## src/rtl/synprog_pkg.sv

```systemverilog
package synprog_pkg;
    localparam int WORD_W = 20;
    localparam int ENH_W  = 8;
    localparam int BUS_W  = 8;
    localparam int R_W    = 6;
    localparam int M_W    = 9;
    localparam int A_W    = 4;
    localparam int MLO_W  = 7;
    localparam int RLO_W  = 4;
    localparam int NSEC   = 3;

    // strobe slots in the sampler vector
    localparam int ST_SCLK = 0;
    localparam int ST_SWR  = 1;
    localparam int ST_EWR  = 2;
    localparam int ST_HOP  = 3;
    localparam int ST_WML  = 4;
    localparam int ST_WMH  = 5;
    localparam int ST_WRA  = 6;
    localparam int NSTB    = 7;

    // mode-word bit n (n = order of arrival) lives at vector index ENH_W-1-n
    localparam int EB_PWR  = ENH_W - 1 - 3;
    localparam int EB_CONT = ENH_W - 1 - 4;
    localparam int EB_MSEL = ENH_W - 1 - 5;
    localparam int EB_PRE  = ENH_W - 1 - 6;
    localparam int EB_MON  = ENH_W - 1 - 7;

    typedef struct packed {
        logic [R_W-RLO_W-1:0] r_hi;
        logic [M_W-MLO_W-1:0] m_hi;
        logic                 pre_n;
        logic [MLO_W-1:0]     m_lo;
        logic [RLO_W-1:0]     r_lo;
        logic [A_W-1:0]       a;
    } cword_t;

    typedef struct packed {
        logic pwr_down;
        logic cnt_cont;
        logic dbg_msel;
        logic dbg_pre;
        logic mon_off;
    } enh_ctl_t;

    typedef enum logic [1:0] {
        IF_PAR = 2'd0,
        IF_SER = 2'd1,
        IF_DIR = 2'd2
    } if_mode_t;

    function automatic if_mode_t pick_mode(input logic dir, input logic ser);
        if (dir)      return IF_DIR;
        else if (ser) return IF_SER;
        else          return IF_PAR;
    endfunction

    function automatic enh_ctl_t enh_decode(input logic [ENH_W-1:0] b, input logic en_n);
        enh_ctl_t c;
        c = '0;
        if (!en_n) begin
            c.pwr_down = b[EB_PWR];
            c.cnt_cont = b[EB_CONT];
            c.dbg_msel = b[EB_MSEL];
            c.dbg_pre  = b[EB_PRE];
            c.mon_off  = b[EB_MON];
        end
        return c;
    endfunction
endpackage

```

## src/rtl/synprog_sampler.sv

```systemverilog
module synprog_sampler #(
    parameter int N = 7
) (
    input  logic         clk,
    input  logic         rst,
    input  logic [N-1:0] raw,
    output logic [N-1:0] lvl,
    output logic [N-1:0] prv
);
    logic [N-1:0] s_q;
    logic [N-1:0] p_q;

    for (genvar i = 0; i < N; i++) begin : g_bit
        always_ff @(posedge clk) begin
            if (rst) begin
                s_q[i] <= 1'b0;
                p_q[i] <= 1'b0;
            end else begin
                s_q[i] <= raw[i];
                p_q[i] <= s_q[i];
            end
        end
    end

    assign lvl = s_q;
    assign prv = p_q;
endmodule

```

## src/rtl/synprog_words.sv

```systemverilog
module synprog_words
    import synprog_pkg::*;
(
    input  logic             clk,
    input  logic             rst,
    input  logic             shift_en,
    input  logic             shift_bit,
    input  logic [NSEC-1:0]  sec_wr,
    input  logic [BUS_W-1:0] bus,
    input  logic             copy,
    output cword_t           prim,
    output cword_t           sec
);
    cword_t prim_q;
    cword_t sec_q;

    always_ff @(posedge clk) begin
        if (rst) begin
            prim_q <= '0;
            sec_q  <= '0;
        end else begin
            if (shift_en)
                prim_q <= cword_t'({prim_q[WORD_W-2:0], shift_bit});
            if (sec_wr[0])
                {prim_q.pre_n, prim_q.m_lo} <= bus;
            if (sec_wr[1])
                {prim_q.r_hi, prim_q.m_hi} <= bus[3:0];
            if (sec_wr[2])
                {prim_q.r_lo, prim_q.a} <= bus;
            if (copy)
                sec_q <= prim_q;
        end
    end

    assign prim = prim_q;
    assign sec  = sec_q;
endmodule

```

## src/rtl/synprog_enh.sv

```systemverilog
module synprog_enh
    import synprog_pkg::*;
(
    input  logic             clk,
    input  logic             rst,
    input  logic             shift_en,
    input  logic             shift_bit,
    input  logic             cap_ser,
    input  logic             cap_par,
    input  logic [BUS_W-1:0] bus,
    output logic [ENH_W-1:0] work
);
    logic [ENH_W-1:0] stage_q;
    logic [ENH_W-1:0] work_q;

    always_ff @(posedge clk) begin
        if (rst) begin
            stage_q <= '0;
            work_q  <= '0;
        end else begin
            if (shift_en)
                stage_q <= {stage_q[ENH_W-2:0], shift_bit};
            if (cap_ser)
                work_q <= stage_q;
            else if (cap_par)
                work_q <= bus;
        end
    end

    assign work = work_q;
endmodule

```

## src/rtl/synth_prog_if.sv

```systemverilog
module synth_prog_if
    import synprog_pkg::*;
(
    input  logic             clk,
    input  logic             rst,
    input  logic             mode_direct,
    input  logic             mode_serial,
    input  logic             ser_clk,
    input  logic             ser_data,
    input  logic             ser_wr,
    input  logic             enh_wr,
    input  logic             hop_wr,
    input  logic [BUS_W-1:0] par_bus,
    input  logic             wr_mlow,
    input  logic             wr_mhigh,
    input  logic             wr_ra,
    input  logic             src_sel,
    input  logic             load_tick,
    input  logic             enh_en_n,
    input  logic             dir_pre_n,
    input  logic [MLO_W-1:0] dir_m,
    input  logic [RLO_W-1:0] dir_r,
    input  logic [A_W-1:0]   dir_a,
    output logic [R_W-1:0]   r_val,
    output logic [M_W-1:0]   m_val,
    output logic [A_W-1:0]   a_val,
    output logic             pre_en_n,
    output logic             pwr_down,
    output logic             cnt_load_cont,
    output logic             dbg_msel,
    output logic             dbg_prescale,
    output logic             mon_off
);
    logic [NSTB-1:0]  stb_raw, stb_lvl, stb_prv, stb_rise;
    logic             ewr_fall;
    logic             sdat_q;
    logic [BUS_W-1:0] bus_q;
    if_mode_t         mode_q;
    logic             is_ser, is_par, is_dir;
    logic             word_shift, enh_shift, copy_ev, cap_ser, cap_par, enh_cap, upd;
    logic [NSEC-1:0]  sec_wr;
    cword_t           prim_q, sec_q, dir_word, src_word, applied_q;
    logic [ENH_W-1:0] enh_q;
    enh_ctl_t         ctl;

    assign stb_raw[ST_SCLK] = ser_clk;
    assign stb_raw[ST_SWR]  = ser_wr;
    assign stb_raw[ST_EWR]  = enh_wr;
    assign stb_raw[ST_HOP]  = hop_wr;
    assign stb_raw[ST_WML]  = wr_mlow;
    assign stb_raw[ST_WMH]  = wr_mhigh;
    assign stb_raw[ST_WRA]  = wr_ra;

    synprog_sampler #(.N(NSTB)) u_smp (
        .clk (clk),
        .rst (rst),
        .raw (stb_raw),
        .lvl (stb_lvl),
        .prv (stb_prv)
    );

    // data and mode inputs share the strobe sampling stage
    always_ff @(posedge clk) begin
        if (rst) begin
            sdat_q <= 1'b0;
            bus_q  <= '0;
            mode_q <= IF_PAR;
        end else begin
            sdat_q <= ser_data;
            bus_q  <= par_bus;
            mode_q <= pick_mode(mode_direct, mode_serial);
        end
    end

    assign stb_rise = stb_lvl & ~stb_prv;
    assign ewr_fall = ~stb_lvl[ST_EWR] & stb_prv[ST_EWR];

    assign is_ser = (mode_q == IF_SER);
    assign is_par = (mode_q == IF_PAR);
    assign is_dir = (mode_q == IF_DIR);

    assign word_shift = is_ser & stb_rise[ST_SCLK] & ~stb_lvl[ST_SWR] & ~stb_lvl[ST_EWR];
    assign enh_shift  = is_ser & stb_rise[ST_SCLK] & ~stb_lvl[ST_SWR] &  stb_lvl[ST_EWR];
    assign copy_ev    = (is_ser & stb_rise[ST_SWR]) | ((is_ser | is_par) & stb_rise[ST_HOP]);
    assign sec_wr     = {NSEC{is_par}} & {stb_rise[ST_WRA], stb_rise[ST_WMH], stb_rise[ST_WML]};
    assign cap_ser    = is_ser & ewr_fall;
    assign cap_par    = is_par & stb_rise[ST_EWR];
    assign enh_cap    = cap_ser | cap_par;

    synprog_words u_words (
        .clk       (clk),
        .rst       (rst),
        .shift_en  (word_shift),
        .shift_bit (sdat_q),
        .sec_wr    (sec_wr),
        .bus       (bus_q),
        .copy      (copy_ev),
        .prim      (prim_q),
        .sec       (sec_q)
    );

    synprog_enh u_enh (
        .clk       (clk),
        .rst       (rst),
        .shift_en  (enh_shift),
        .shift_bit (sdat_q),
        .cap_ser   (cap_ser),
        .cap_par   (cap_par),
        .bus       (bus_q),
        .work      (enh_q)
    );

    always_comb begin
        dir_word       = '0;
        dir_word.pre_n = dir_pre_n;
        dir_word.m_lo  = dir_m;
        dir_word.r_lo  = dir_r;
        dir_word.a     = dir_a;
        if (is_dir)       src_word = dir_word;
        else if (src_sel) src_word = prim_q;
        else              src_word = sec_q;
    end

    assign ctl = enh_decode(enh_q, enh_en_n);
    assign upd = load_tick | ctl.cnt_cont;

    always_ff @(posedge clk) begin
        if (rst)      applied_q <= '0;
        else if (upd) applied_q <= src_word;
    end

    assign r_val         = {applied_q.r_hi, applied_q.r_lo};
    assign m_val         = {applied_q.m_hi, applied_q.m_lo};
    assign a_val         = applied_q.a;
    assign pre_en_n      = applied_q.pre_n;
    assign pwr_down      = ctl.pwr_down;
    assign cnt_load_cont = ctl.cnt_cont;
    assign dbg_msel      = ctl.dbg_msel;
    assign dbg_prescale  = ctl.dbg_pre;
    assign mon_off       = ctl.mon_off;
endmodule

```

## config.mk

```make
export PLATFORM = sky130hd
export DESIGN_NAME = synth_prog_if
export DESIGN_NICKNAME = d
export VERILOG_FILES = /design/src/rtl/synprog_pkg.sv /design/src/rtl/synprog_sampler.sv /design/src/rtl/synprog_words.sv /design/src/rtl/synprog_enh.sv /design/src/rtl/synth_prog_if.sv
export SDC_FILE = /design/constraint.sdc
export NUM_CORES = 1
export LEC_CHECK = 0
export ABC_AREA = 1
export BUFFER_PORTS_ARGS = -buffer_cell sky130_fd_sc_hd__buf_2
export CELL_PAD_IN_SITES_DETAIL_PLACEMENT = 1
export CELL_PAD_IN_SITES_GLOBAL_PLACEMENT = 2
export CORE_UTILIZATION = 34
export CTS_CLUSTER_DIAMETER = 120
export DETAILED_ROUTE_END_ITERATION = 10
export GPL_TIMING_DRIVEN = 0
export HOLD_SLACK_MARGIN = 0.03
export PLACE_DENSITY = 0.87
export SLEW_MARGIN = 20
export SYNTH_ARGS = -nofsm -noshare
export SYNTH_HDL_FRONTEND = slang
export SYNTH_SLANG_ARGS = --single-unit
```

## constraint.sdc

```tcl
create_clock -name clk -period 3.4 [get_ports clk]
set_input_delay 0.51 -clock clk [delete_from_list [all_inputs] [get_ports clk]]
set_output_delay 0.51 -clock clk [all_outputs]
set_load 0.05 [all_outputs]
```

# Yosys cells after proc, flatten, opt, wreduce, memory -nomap -nowiden
# Cells that the tools add are included.
dict set report word_totals {
  ff_bits 95
  in_bits 39
  out_inout_bits 25
  elab_cells 74
}
dict set report classes {
  eq_ne 2
  muxes 11
  bitwise 17
  reduce_logical 6
}
# operator n
set op_table {}
lappend op_table {{20-bit two-way mux} 3}
lappend op_table {{8-bit two-way mux} 2}
lappend op_table {{5-bit two-way mux} 3}
lappend op_table {{1-bit bitwise AND} 9}
lappend op_table {{2-bit nonzero test} 4}
lappend op_table {{7-bit bitwise AND} 1}
lappend op_table {{7-bit inverter} 1}
lappend op_table {{4-bit two-way mux} 1}
lappend op_table {{3-bit bitwise AND} 1}
lappend op_table {{1-bit OR} 3}
lappend op_table {{2-bit by 1-bit == test with 1-bit output (second input constant)} 1}
lappend op_table {{2-bit == test (second input constant)} 1}
lappend op_table {{2-bit zero test} 1}
lappend op_table {{2-bit two-way mux} 1}
lappend op_table {{1-bit inverter} 2}
lappend op_table {{2-bit OR reduction} 1}
lappend op_table {{1-bit two-way mux} 1}

# Logic depth before layout (Yosys ltp)
dict set report logic_depth {
  depth_word 7
  depth_mapped 8
  depth_no_buf 7
}

# By module
# A second synthesis with hierarchy kept.
dict set report unflattened {
  hier_cells 620
  area_unflattened_um2 4503.1
}
# mod n_inst cells_each area_each_um2 seq_area_each_um2
set modules_own_cells {}
lappend modules_own_cells {synprog_words 1 227 1795.5 800.8}
lappend modules_own_cells {synth_prog_if 1 253 1599.0 620.6}
lappend modules_own_cells {synprog_enh 1 97 711.9 320.3}
lappend modules_own_cells {synprog_sampler 1 43 396.6 280.3}

# Worst setup path after synthesis
# OpenSTA, ideal clock, no wires.
dict set report synth_timing {
  kind {input to output}
  start {input port enh_en_n}
  end {output port dbg_msel}
  arrival_ps 1164
  required_ps 2890
  setup_slack_ps 1726
  cell_stages 1
  n_path_buf 0
  cell_sequence {nor2_1}
}
dict set report synth_between {
  elab_chain_len 1
}
# item line
set synth_rtl {}
lappend synth_rtl {{start, declared} synth_prog_if.sv:19} ;# input logic enh_en_n,
lappend synth_rtl {{5-bit two-way mux} synprog_pkg.sv:61} ;# if (!en_n) begin
lappend synth_rtl {{end, declared} synth_prog_if.sv:30} ;# output logic dbg_msel,
# Every way passes these cells.

# Final worst setup path
dict set report layout_timing {
  start {register mode_q[1]}
  end {register applied_q (netlist bit m_val[5])}
}
dict set report layout_between {
  elab_chain_len 2
}
# item line
set layout_rtl {}
lappend layout_rtl {{start, declared} synth_prog_if.sv:38} ;# if_mode_t mode_q;
lappend layout_rtl {{start signal, assigned} synth_prog_if.sv:71} ;# mode_q <= pick_mode(mode_direct, mode_serial);
lappend layout_rtl {{2-bit == test} synth_prog_if.sv:80} ;# assign is_dir = (mode_q == IF_DIR);
lappend layout_rtl {{20-bit two-way mux} synth_prog_if.sv:119} ;# if (is_dir) src_word = dir_word;
lappend layout_rtl {{end signal, assigned} synth_prog_if.sv:129} ;# else if (upd) applied_q <= src_word;
lappend layout_rtl {{end, declared} synth_prog_if.sv:42} ;# cword_t prim_q, sec_q, dir_word, src_word, applied_q;
# Every way passes these cells.
# A chain may end at the register's enable or synchronous reset.

==> flow_summary.yaml <==
cts:
  cts_tree: "yes"
  cts-buffers-inserted: 9
  cts_setup_buffers: 0
  ctsHoldBuffers: 0
  clkTransAtPathRegs_ps: 70
  cts.sinks: 95
  cts.path.max_buffers: 2
  cts-resized-gates: 0
  clock_latency_ps: 340
  htree_levels: 3
  cts_root_buf: "clkbuf_16"
global_route:
  antenna_found_initial: 0
  grt_first_pass_wirelength_mm: 20.6
  grt_remaining_overflow: 0
  grt_pass1_vias: 4292
  track_usage: 0.205
  busiest_layer: "met2"
  use_met3: 0.0513
  grtUsageMet2: 0.363
  grt_max_degree: 14
  grt.met1_usage: 0.251
sta:
  timing.final.crit_share: 0.481
  slew_headroom: 0.545
  finClkSkew_ps: 5.65
  worst_pin_slew_ps: 678
  rsz0062_at_grt: "no"
  period_needed_ps: 1640
  fmax_mhz: 611
  slew_violations: 0
  hold_violations: 0
  setup_violations: 0
  fin_tns_setup_ps: 0
  fin_ws_ps: 1760
min_path:
  holdCritPathClass: "primary input to flop"
  worstHoldPathCells: 2
  min-delay-start: "mode_direct"
  min_to: "mode_q[0]$_SDFF_PP0_"
floorplanning:
  die_w_microns: 114
  ios: 64
  rows: 40
  start_util: 0.352
  fp.dieH_microns: 114
  fp.dieArea_sq_mm: 0.0130
  core_area_sq_mm: 0.0122
finish:
  antenna_cells: 0
  final_layout_size_suffix_gt1_frac: 0.175
  fin_nets: 733
  fin_cells: 866
  final_area_sq_mm: 0.00505
  finish.utilization: 0.416
  area_growth_pct: 18.1
place:
  place_area_sq_mm: 0.00480
  hpwlAfterDp_mm: 9.35
  place_inst: 851
  port_buffers: 61
  dp_slack_ps: 1530
  globalplace.congestion: 0.767
synthesis:
  synth_cell_types: 26
  synth_top_cell_area_share: 0.444
  avgSynthCellArea_sq_um: 6.88
  synthTopCellsByCount: "133 x nand2_1, 95 x dfxtp_1, 90 x nor2_1"
  synth_top_cell_by_area: "dfxtp_1"
  synth-async-reset-ratio: 0
  syn-num-nets: 661
  ys_seq_elements: 95
  yosysMostFrequentCell: "nand2_1"
  ys.flop_type: "dfxtp_1"
  synth_edf_count: 0
  synthCells: 622
  ys_warn_count: 0
  ys_seq_area_frac: 0.444
  synth_area_leaders: "dfxtp_1 44%, nand2_1 12%, nand3_1 10%"
  syn_area_sq_mm: 0.00428
drt:
  routed_via_density: 4.73
  via_count: 4094
  avgRoutedWirePerCell_microns: 14.1
  drc_errors: 0
  drt-total-wl_mm: 12.2
  drtAntennaViolNets: 0
  drt_iter0_drc: 160
  first_pass_iters: 4
setup_path:
  crit_type: "flop to flop"
  r2r_end: "m_val[5]$_SDFFE_PP0P_"
  r2r_slack_ps: 1760
  critPathMaxFanout: 10
  worstPathRequired_ps: 3650
  ff2ff_path_depth: 8
  worstPathArrival_ps: 1880
  reg2reg_from: "mode_q[1]$_SDFF_PP0_"
  crit_path_end_kind: "flop"
  worst_setup_path_start_kind: "flop"
run_status:
  status: "complete, no violations"
power:
  cellPowerDensity_mw_per_mm2: 480
  p_leak_nw: 2.41
  vdd_drop_max_v: 0.000342
run:
  cap_viol_max_count: 0
-- where the power goes --
part           switching [mW]  total (mW)  internal (mW)
logic                   0.215       0.314         0.0988
registers              0.0279        1.19           1.16
clock network           0.412       0.925          0.512
-- worst max path at each step --
stage                             to  slack (ps)  cells after the start                 start
6_report       m_val[5]$_SDFFE_PP0P_        1760                      8  mode_q[1]$_SDFF_PP0_
5_1_grt        m_val[5]$_SDFFE_PP0P_        1650                      8  mode_q[1]$_SDFF_PP0_
4_1_cts        m_val[1]$_SDFFE_PP0P_        1760                      8  mode_q[1]$_SDFF_PP0_
3_5_place_dp   r_val[0]$_SDFFE_PP0P_        1530                      5                   rst
3_3_place_gp   m_val[0]$_SDFFE_PP0P_        1580                      5                   rst
2_1_floorplan               dbg_msel        1730                      1              enh_en_n
-- logic make-up after synthesis --
logic type	Yosys count	share of synthesized area
AOI/OAI and AO/OA	67	0.0836
buffers and inverters	112	0.113
DFF	95	0.444
and+or+nand+nor	348	0.360
-- cells in the final DEF, fill, tap and decap left out, types with 2 or more instances in the layout --
cell type,netlist,layout
a21oi_1,18,18
nand4_1,5,5
nand2_1,133,133
nor2_1,90,90
nor2_2,5,5
nand3_1,86,86
nand2_4,2,2
a21oi_2,6,6
buf_8,2,2
buf_2,7,68
o21ai_0,43,43
dfxtp_1,95,95
buf_4,4,4
nand2_2,5,5
buf_6,2,2
inv_1,79,79
or2_1,4,4
or2_2,14,14
clkbuf_16,0,9
clkbuf_1,15,19
-- sequential cells by signal, summed over array words and instances, names as in the netlist, 2 cells and up --
register / count
r_val: 6
u_smp.lvl: 7
u_words.sec: 20
u_enh.work: 5
mode_q: 2
u_smp.prv: 7
bus_q: 8
u_enh.stage_q: 5
u_words.prim: 20
m_val: 9
a_val: 4
-- worst max-delay path, stage by stage (launching register included) --
cell     delay [ps]
dfxtp_1         410
inv_1           110
nor2_4          330
inv_2           180
buf_4           210
nand2_1          70
nand3_1          70
nand3_1         100
inv_1            40
-- layout make-up --
| class | instances | area [sq um] |
|---|---|---|
| inverter | 81 | 304 |
| buffer | 31 | 178 |
| multi-input combinational | 415 | 1900 |
| clock buffer | 14 | 254 |
| sequential | 95 | 1900 |
| clock inverter | 1 | 5.00 |
| timing repair buffer | 61 | 305 |
| tap | 168 | 210 |
| fill | 1593 | 7110 |
-- metrics by stage --
step                      hold WS (ps)  power (mW)
after floorplan                    403        1.43
after global placement             412        1.52
after detailed placement           427        1.53
after CTS                          322        2.47
after global routing               313        2.55
final                              335        2.43
-- routing by layer --
| metal | vias to the layer above | part of all wire |
|---|---|---|
| li1 | 2076 | - |
| met5 | - | 0 |
| met1 | 1957 | 0.47 |
| met4 | 0 | 0.010 |
| met3 | 11 | 0.032 |
| met2 | 50 | 0.49 |
No activity file was read; power rests on OpenSTA's default activity.
